<file path="config.mk">
export PLATFORM = sky130hd
export DESIGN_NAME = spi_status_unit
export DESIGN_NICKNAME = d
export VERILOG_FILES = /design/src/rtl/spi_sr_pkg.sv /design/src/rtl/spi_sr_sync.sv /design/src/rtl/spi_sr_rx.sv /design/src/rtl/spi_sr_ctrl.sv /design/src/rtl/spi_sr_tx.sv /design/src/rtl/spi_status_unit.sv
export SDC_FILE = /design/constraint.sdc
export NUM_CORES = 1
export LEC_CHECK = 0
export BUFFER_PORTS_ARGS = -buffer_cell sky130_fd_sc_hd__buf_2
export CAP_MARGIN = 5
export CORE_AREA = 2 2 78 80
export DETAILED_ROUTE_END_ITERATION = 8
export DIE_AREA = 0 0 80 82
export SYNTH_ARGS = -nofsm -noshare
export SYNTH_HDL_FRONTEND = slang
export SYNTH_SLANG_ARGS = --single-unit
</file>
<file path="constraint.sdc">
create_clock -name clk -period 2.05 [get_ports clk]
set_input_delay 0.205 -clock clk [delete_from_list [all_inputs] [get_ports clk]]
set_output_delay 0.205 -clock clk [all_outputs]
set_load 0.05 [all_outputs]
</file>
<file path="src/rtl/spi_sr_pkg.sv">
package spi_sr_pkg;

   typedef enum logic [7:0] {
      OP_WRSR = 8'h01,
      OP_WRDI = 8'h04,
      OP_RDSR = 8'h05,
      OP_WREN = 8'h06
   } sr_op_e;

   localparam int unsigned SR_W       = 8;
   localparam int unsigned LOCK_POS   = 7;
   localparam int unsigned WEL_POS    = 1;
   localparam int unsigned BUSY_POS   = 0;
   localparam int unsigned GSEL_HI    = 5;
   localparam int unsigned GSEL_LO    = 2;
   localparam int unsigned GSEL_W     = GSEL_HI - GSEL_LO + 1;

endpackage

</file>
<file path="src/rtl/spi_sr_sync.sv">
module spi_sr_sync #(
   parameter int unsigned STAGES    = 2,
   parameter int unsigned WIDTH     = 1,
   parameter logic [WIDTH-1:0] RST_VAL = '0
) (
   input  logic             clk,
   input  logic             rst_n,
   input  logic [WIDTH-1:0] d_in,
   output logic [WIDTH-1:0] d_out
);

   generate
      if (STAGES < 2) begin : g_bad_depth
         $error("spi_sr_sync: STAGES must be at least 2");
      end
   endgenerate

   logic [WIDTH-1:0] pipe_q [STAGES];

   generate
      for (genvar s = 0; s < STAGES; s++) begin : g_stage
         if (s == 0) begin : g_first
            always_ff @(posedge clk or negedge rst_n) begin
               if (!rst_n) pipe_q[s] <= RST_VAL;
               else        pipe_q[s] <= d_in;
            end
         end else begin : g_next
            always_ff @(posedge clk or negedge rst_n) begin
               if (!rst_n) pipe_q[s] <= RST_VAL;
               else        pipe_q[s] <= pipe_q[s-1];
            end
         end
      end
   endgenerate

   assign d_out = pipe_q[STAGES-1];

endmodule

</file>
<file path="src/rtl/spi_sr_rx.sv">
module spi_sr_rx #(
   parameter int unsigned BYTE_W    = 8,
   parameter int unsigned MAX_BYTES = 2
) (
   input  logic                          clk,
   input  logic                          rst_n,
   input  logic                          cs_on,
   input  logic                          cs_act,
   input  logic                          sck_rise,
   input  logic                          si_s,
   output logic                          byte_vld,
   output logic [BYTE_W-1:0]             byte_data,
   output logic [$clog2(MAX_BYTES+1)-1:0] byte_idx
);

   localparam int unsigned CNT_W = $clog2(BYTE_W);
   localparam int unsigned IDX_W = $clog2(MAX_BYTES + 1);
   localparam logic [CNT_W-1:0] LAST_BIT = CNT_W'(BYTE_W - 1);
   localparam logic [IDX_W-1:0] IDX_SAT  = IDX_W'(MAX_BYTES);

   generate
      if (BYTE_W < 2 || (BYTE_W & (BYTE_W - 1)) != 0) begin : g_bad_w
         $error("spi_sr_rx: BYTE_W must be a power of two");
      end
   endgenerate

   logic [CNT_W-1:0]  bit_cnt;
   logic [BYTE_W-2:0] shreg;
   logic [IDX_W-1:0]  idx_q;

   always_ff @(posedge clk or negedge rst_n) begin
      if (!rst_n) begin
         bit_cnt <= '0;
         shreg   <= '0;
         idx_q   <= '0;
      end else if (cs_on) begin
         bit_cnt <= '0;
         idx_q   <= '0;
      end else if (sck_rise && cs_act) begin
         shreg   <= {shreg[BYTE_W-3:0], si_s};
         bit_cnt <= bit_cnt + 1'b1;
         if (bit_cnt == LAST_BIT && idx_q != IDX_SAT)
            idx_q <= idx_q + 1'b1;
      end
   end

   assign byte_vld  = sck_rise && cs_act && (bit_cnt == LAST_BIT);
   assign byte_data = {shreg, si_s};
   assign byte_idx  = idx_q;


   idle_hold_chk: assert property (@(posedge clk) disable iff (!rst_n)
      (sck_rise && !cs_act) |=> $stable(bit_cnt));

endmodule

</file>
<file path="src/rtl/spi_sr_ctrl.sv">
module spi_sr_ctrl
   import spi_sr_pkg::*;
#(
   parameter int unsigned IDX_W = 2
) (
   input  logic             clk,
   input  logic             rst_n,
   input  logic             cs_on,
   input  logic             cs_off,
   input  logic             byte_vld,
   input  logic [SR_W-1:0]  byte_data,
   input  logic [IDX_W-1:0] byte_idx,
   input  logic             busy_in,
   input  logic             op_done,
   output logic [SR_W-1:0]  status,
   output logic             rd_active,
   output logic             gprot,
   output logic             gunprot
);

   logic [SR_W-1:0] opc_q;
   logic [SR_W-1:0] dat_q;
   logic            opc_full;
   logic            dat_full;
   logic            wel_q;
   logic            lock_q;
   logic            busy_q;
   logic [GSEL_W-1:0] gsel;

   assign gsel = dat_q[GSEL_HI:GSEL_LO];

   always_ff @(posedge clk or negedge rst_n) begin
      if (!rst_n) begin
         opc_q     <= '0;
         dat_q     <= '0;
         opc_full  <= 1'b0;
         dat_full  <= 1'b0;
         wel_q     <= 1'b0;
         lock_q    <= 1'b0;
         busy_q    <= 1'b0;
         rd_active <= 1'b0;
         gprot     <= 1'b0;
         gunprot   <= 1'b0;
      end else begin
         gprot   <= 1'b0;
         gunprot <= 1'b0;
         busy_q  <= busy_in;
         if (cs_on) begin
            opc_full  <= 1'b0;
            dat_full  <= 1'b0;
            rd_active <= 1'b0;
         end else if (byte_vld) begin
            if (byte_idx == '0) begin
               opc_q    <= byte_data;
               opc_full <= 1'b1;
               if (byte_data == OP_RDSR) rd_active <= 1'b1;
            end else if (byte_idx == IDX_W'(1) && opc_q == OP_WRSR) begin
               dat_q    <= byte_data;
               dat_full <= 1'b1;
            end
         end
         if (cs_off) begin
            rd_active <= 1'b0;
            if (opc_full) begin
               case (opc_q)
                  OP_WREN: wel_q <= 1'b1;
                  OP_WRDI: wel_q <= 1'b0;
                  OP_WRSR: begin
                     if (wel_q) begin
                        wel_q <= 1'b0;
                        if (dat_full) begin
                           lock_q <= dat_q[LOCK_POS];
                           if (!lock_q && gsel == '1) gprot   <= 1'b1;
                           if (!lock_q && gsel == '0) gunprot <= 1'b1;
                        end
                     end
                  end
                  default: ;
               endcase
            end
         end
         if (op_done) wel_q <= 1'b0;
      end
   end

   always_comb begin
      status           = '0;
      status[LOCK_POS] = lock_q;
      status[WEL_POS]  = wel_q;
      status[BUSY_POS] = busy_q;
   end


   wel_partial_chk: assert property (@(posedge clk) disable iff (!rst_n)
      (cs_off && !opc_full && !op_done) |=> (wel_q == $past(wel_q)));


   wrsr_locked_chk: assert property (@(posedge clk) disable iff (!rst_n)
      (cs_off && opc_full && opc_q == OP_WRSR && !wel_q) |=> $stable(lock_q));


   gp_prior_chk: assert property (@(posedge clk) disable iff (!rst_n)
      (gprot || gunprot) |-> !$past(lock_q));


   gp_excl_chk: assert property (@(posedge clk) disable iff (!rst_n)
      !(gprot && gunprot));


   done_clr_chk: assert property (@(posedge clk) disable iff (!rst_n)
      op_done |=> !wel_q);


   oe_release_chk: assert property (@(posedge clk) disable iff (!rst_n)
      cs_off |=> !rd_active);

endmodule

</file>
<file path="src/rtl/spi_sr_tx.sv">
module spi_sr_tx #(
   parameter int unsigned BYTE_W = 8
) (
   input  logic              clk,
   input  logic              rst_n,
   input  logic              cs_on,
   input  logic              sck_fall,
   input  logic              rd_active,
   input  logic [BYTE_W-1:0] status,
   output logic              so,
   output logic              so_oe
);

   localparam int unsigned CNT_W = $clog2(BYTE_W);

   logic [CNT_W-1:0]  tx_cnt;
   logic [BYTE_W-1:0] tx_buf;
   logic              so_q;

   always_ff @(posedge clk or negedge rst_n) begin
      if (!rst_n) begin
         tx_cnt <= '0;
         tx_buf <= '0;
         so_q   <= 1'b0;
      end else if (cs_on) begin
         tx_cnt <= '0;
         so_q   <= 1'b0;
      end else if (sck_fall && rd_active) begin
         tx_cnt <= tx_cnt + 1'b1;
         if (tx_cnt == '0) begin
            so_q   <= status[BYTE_W-1];
            tx_buf <= {status[BYTE_W-2:0], 1'b0};
         end else begin
            so_q   <= tx_buf[BYTE_W-1];
            tx_buf <= {tx_buf[BYTE_W-2:0], 1'b0};
         end
      end
   end

   assign so    = so_q;
   assign so_oe = rd_active;


   tx_idle_chk: assert property (@(posedge clk) disable iff (!rst_n)
      (!rd_active && !cs_on) |=> $stable(tx_cnt));

endmodule

</file>
<file path="src/rtl/spi_status_unit.sv">
module spi_status_unit
   import spi_sr_pkg::*;
#(
   parameter int unsigned SYNC_STAGES = 2,
   parameter int unsigned MAX_BYTES   = 2
) (
   input  logic clk,
   input  logic rst_n,
   input  logic cs_n,
   input  logic sck,
   input  logic si,
   output logic so,
   output logic so_oe,
   input  logic busy_in,
   input  logic op_done,
   output logic glob_prot_req,
   output logic glob_unprot_req
);

   localparam int unsigned IDX_W = $clog2(MAX_BYTES + 1);

   generate
      if (MAX_BYTES < 2) begin : g_bad_bytes
         $error("spi_status_unit: MAX_BYTES must cover opcode and data");
      end
   endgenerate

   logic [2:0] pins_s;
   logic cs_s, sck_s, si_s;
   logic cs_d, sck_d;
   logic cs_on, cs_off, cs_act, sck_rise, sck_fall;
   logic              byte_vld;
   logic [SR_W-1:0]   byte_data;
   logic [IDX_W-1:0]  byte_idx;
   logic [SR_W-1:0]   status;
   logic              rd_active;

   spi_sr_sync #(
      .STAGES (SYNC_STAGES),
      .WIDTH  (3),
      .RST_VAL(3'b100)
   ) u_sync (
      .clk  (clk),
      .rst_n(rst_n),
      .d_in ({cs_n, sck, si}),
      .d_out(pins_s)
   );

   assign {cs_s, sck_s, si_s} = pins_s;

   always_ff @(posedge clk or negedge rst_n) begin
      if (!rst_n) begin
         cs_d  <= 1'b1;
         sck_d <= 1'b0;
      end else begin
         cs_d  <= cs_s;
         sck_d <= sck_s;
      end
   end

   assign cs_act   = !cs_s;
   assign cs_on    = !cs_s && cs_d;
   assign cs_off   = cs_s && !cs_d;
   assign sck_rise = sck_s && !sck_d;
   assign sck_fall = !sck_s && sck_d;

   spi_sr_rx #(
      .BYTE_W   (SR_W),
      .MAX_BYTES(MAX_BYTES)
   ) u_rx (
      .clk      (clk),
      .rst_n    (rst_n),
      .cs_on    (cs_on),
      .cs_act   (cs_act),
      .sck_rise (sck_rise),
      .si_s     (si_s),
      .byte_vld (byte_vld),
      .byte_data(byte_data),
      .byte_idx (byte_idx)
   );

   spi_sr_ctrl #(
      .IDX_W(IDX_W)
   ) u_ctrl (
      .clk      (clk),
      .rst_n    (rst_n),
      .cs_on    (cs_on),
      .cs_off   (cs_off),
      .byte_vld (byte_vld),
      .byte_data(byte_data),
      .byte_idx (byte_idx),
      .busy_in  (busy_in),
      .op_done  (op_done),
      .status   (status),
      .rd_active(rd_active),
      .gprot    (glob_prot_req),
      .gunprot  (glob_unprot_req)
   );

   spi_sr_tx #(
      .BYTE_W(SR_W)
   ) u_tx (
      .clk      (clk),
      .rst_n    (rst_n),
      .cs_on    (cs_on),
      .sck_fall (sck_fall),
      .rd_active(rd_active),
      .status   (status),
      .so       (so),
      .so_oe    (so_oe)
   );


   oe_cs_chk: assert property (@(posedge clk) disable iff (!rst_n)
      so_oe |-> (cs_act || cs_off));

endmodule

</file>
==> results.sh <==
export IMPL_clock_skew_ns=0.00959
export IMPL_endpoint="u_ctrl.dat_q[3]$_DFFE_PN0P_"
export IMPL_initialDrtViolationCount=103
export IMPL_num_antenna_cells=0
export IMPL_clkTransAtPathRegs_ns=0.09
export IMPL_worst_r2r_endpoint="u_ctrl.dat_q[3]$_DFFE_PN0P_"
export IMPL_synth_compound_area_share_pct=3.01
export IMPL_yosysSeqAreaShare_pct=59.2
export IMPL_dr_pass1_iters=4
export IMPL_synthAdderAreaFrac_pct=5.11
export IMPL_setup_viol=0
export IMPL_post_route_period_util_pct=91.6
export IMPL_hold_violations=0
export IMPL_synth_edf_count=0
export IMPL_hp_class="primary input to asynchronous set/reset pin"
export IMPL_synth_ff_type="dfrtp_1"
export IMPL_syn_area_mm2=0.00220
export IMPL_wl_per_cell_um=12.5
export IMPL_cts_made_buffers=5
export IMPL_critPathMaxFanout=6
export IMPL_status="finished, final reports clean"
export IMPL_synth_top_family_by_area="simple AND/OR/NAND/NOR gates"
export IMPL_maxCapViolations=0
export IMPL_synth_area_mux_share_pct=13.9
export IMPL_syn_inst=173
export IMPL_grt_max_degree=53
export IMPL_cp_arrival_ns=2.06
export IMPL_fin_setup_tns_ns=0
export IMPL_rows=28
export IMPL_clock_sinks=52
export IMPL_p_comb_share_pct=7.4
export IMPL_worstReg2RegStart="u_ctrl.opc_q[5]$_DFFE_PN0P_"
export IMPL_gr_total_overflow=0
export IMPL_final_cell_mix="dfrtp_1 (49), nand2_1 (17), mux2_2 (16), nor2_1 (14), buf_2 (10)"
export IMPL_cts_buffer_depth=2
export IMPL_synth_xor_area_share_pct=1.59
export IMPL_clk_latency_ns=0.30
export IMPL_io_buffers=10
export IMPL_final_antenna_net_count=0
export IMPL_vias=1276
export IMPL_slew_violations=0
export IMPL_area_growth_pct=14.1
export IMPL_swShare_pct=23.8
export IMPL_cp_start_kind="flop"
export IMPL_synth_net_count=189
export IMPL_ir_worst_vdd_v=0.000382
export IMPL_fillers=559
export IMPL_synth_area_leaders="dfrtp_1 (56%), mux2_2 (8.2%), ha_1 (5.1%), dfstp_2 (3.6%), mux2_4 (3.4%)"
export IMPL_drive_gt1_share_pct=28.3
export IMPL_synth_top_cell_by_area="dfrtp_1"
export IMPL_die_y_um=82
export IMPL_leakagePower_nw=1.24
export IMPL_dpl_hpwl_um=2420
export IMPL_yosysUniqueCellTypes=37
export IMPL_required_ns=2.24
export IMPL_nets=213
export IMPL_start_util_pct=38.3
export IMPL_p_seq_share_pct=61.8
export IMPL_path_class="flop to flop"
export IMPL_synth_seq_cells=52
export IMPL_dieArea_mm2=0.00656
export IMPL_ios=11
export IMPL_setup_worst_path_start="u_ctrl.opc_q[5]$_DFFE_PN0P_"
export IMPL_rsz0062_at_grt="false"
export IMPL_vias_per_cell=4.67
export IMPL_power_switching_mw=0.451
export IMPL_worst_pin_slew_ns=0.641
export IMPL_drcViolationCount=0
export IMPL_postSynthAreaPerCell_um2=12.7
export IMPL_report_power_total_mw=1.89
export IMPL_final_common_cell="dfrtp_1"
export IMPL_fp_dieW_um=80
export IMPL_intPower_mw=1.44
export IMPL_routed_wl_um=3420
export IMPL_ys_warnings_count=0
export IMPL_worstRegToRegCells=4
export IMPL_synth_async_reset_ratio_pct=100
export IMPL_netlist_area_leader_share_pct=55.7
export IMPL_grt_pass1_vias=1311
export IMPL_relSlewSlack_pct=57.3
export IMPL_track_usage_pct=12.8
export IMPL_synth_simple_area_share_pct=14.3
export IMPL_antenna_found_initial=0
export IMPL_clock_root_buffer="clkbuf_8"
export IMPL_fmax_mhz=533
export IMPL_power_frac_clock_pct=30.8
export IMPL_fin_crit_ns=1.88
export IMPL_finalWeightedCongestion=0.695
export IMPL_htreeDepth=2
export IMPL_cp_end_kind="flop"
export IMPL_cts_tree="yes"
export IMPL_grt_pass1_wl_um=6310
export IMPL_p_per_area_mw_per_mm2=753
export IMPL_regToRegSetupSlack_ns=0.17
export IMPL_core_region_area_mm2=0.00575
[registers in the layout (all words and copies together) (netlist names), 2 cells and up]
name           cells
u_rx.byte_idx      2
u_sync.pipe_q      3
u_rx.bit_cnt       3
u_ctrl.opc_q       8
u_tx.tx_buf        7
u_rx.shreg         7
u_tx.tx_cnt        3
u_ctrl.dat_q       5
u_sync.d_out       3
[metal layers]
layer	GRT usage (%)	wire length (um)
met3	4.62	119
met5	0	0
met2	18.9	1500
met4	5.08	55
met1	17.2	1740
[per-stage QoR]
step	util (%)	setup slack, ns	cells	hold slack [ns]	cell area (um2)
global route	43.8	0.0682	273	0.0405	2510
detailed placement	41.4	0.0757	261	0.314	2380
finish	43.8	0.173	273	0.0136	2510
CTS	43.6	0.0499	272	0.00390	2500
global placement	41.4	0.0805	261	0.312	2380
floorplan	-	0.118	173	-0.0906	2200
[cell usage after synthesis (2+ instances only)]
library cell  number
ha_1               9
nor2_1            14
nand3_1            7
dfstp_2            3
inv_1              8
clkbuf_1           3
and2_1             4
xnor2_1            3
nand4_1            2
mux2_2            16
a211oi_1           2
nand2_1           17
dfrtp_1           49
mux2_4             5
nand2b_1           2
a21oi_1            2
mux2i_1            5
nor3_1             2
o21ai_0            2
[cells by family after synthesis]
group | Yosys count
simple gates | 58
mux | 26
flops | 52
compound gates | 10
xor+xnor | 4
fa+ha+maj | 9
buf+inv | 14
[power by group through the flow]
| stage | Combinational, mW | Sequential [mW] | Clock, mW |
|---|---|---|---|
| 6_report | 0.141 | 1.17 | 0.584 |
| 2_1_floorplan | 0.0910 | 1.16 | 0 |
| 3_5_place_dp | 0.140 | 1.19 | 0 |
| 5_1_grt | 0.161 | 1.19 | 0.660 |
| 3_3_place_gp | 0.138 | 1.19 | 0 |
| 4_1_cts | 0.145 | 1.17 | 0.605 |
[worst min path at each step]
stage | to | cells after the start | from | slack, ns
6_report | u_tx.tx_buf[1]$_DFFE_PN0P_ | 2 | rst_n | 0.01
5_1_grt | u_ctrl.wel_q$_DFFE_PN0P_ | 2 | op_done | 0.04
4_1_cts | u_ctrl.busy_q$_DFF_PN0_ | 1 | busy_in | 0.004
3_5_place_dp | u_sync.pipe_q[5]$_DFF_PN1_ | 1 | cs_n | 0.31
3_3_place_gp | u_sync.pipe_q[5]$_DFF_PN1_ | 1 | cs_n | 0.31
2_1_floorplan | sck_d$_DFF_PN0_ | 0 | rst_n | -0.09
[final cells by class]
| class | count | area [um2] | share of cell area (%) |
|---|---|---|---|
| well taps | 75 | 93.8 | 3.73 |
| multi-input cells | 107 | 835 | 33.2 |
| repair buffers | 23 | 158 | 6.27 |
| clock inverters | 2 | 10.0 | 0.398 |
| flip-flops and latches | 52 | 1310 | 51.9 |
| inverters | 8 | 30.0 | 1.19 |
| clock buffers | 6 | 82.6 | 3.29 |
[critical path, cell delays in order (launching register included)]
cell     delay [ns]
dfrtp_1        0.38
or4_4          0.55
nor4_4         0.23
and2_2         0.29
mux2_4         0.31
[timing repair]
action | in CTS | in global routing
hold endpoints to repair | 3 | 1
hold buffers | 3 | 1
resized for setup | 0 | 1
buffers inserted | 0 | 0
endpoints found under the setup margin | 0 | 5
(Power assumes the default switching activity.)
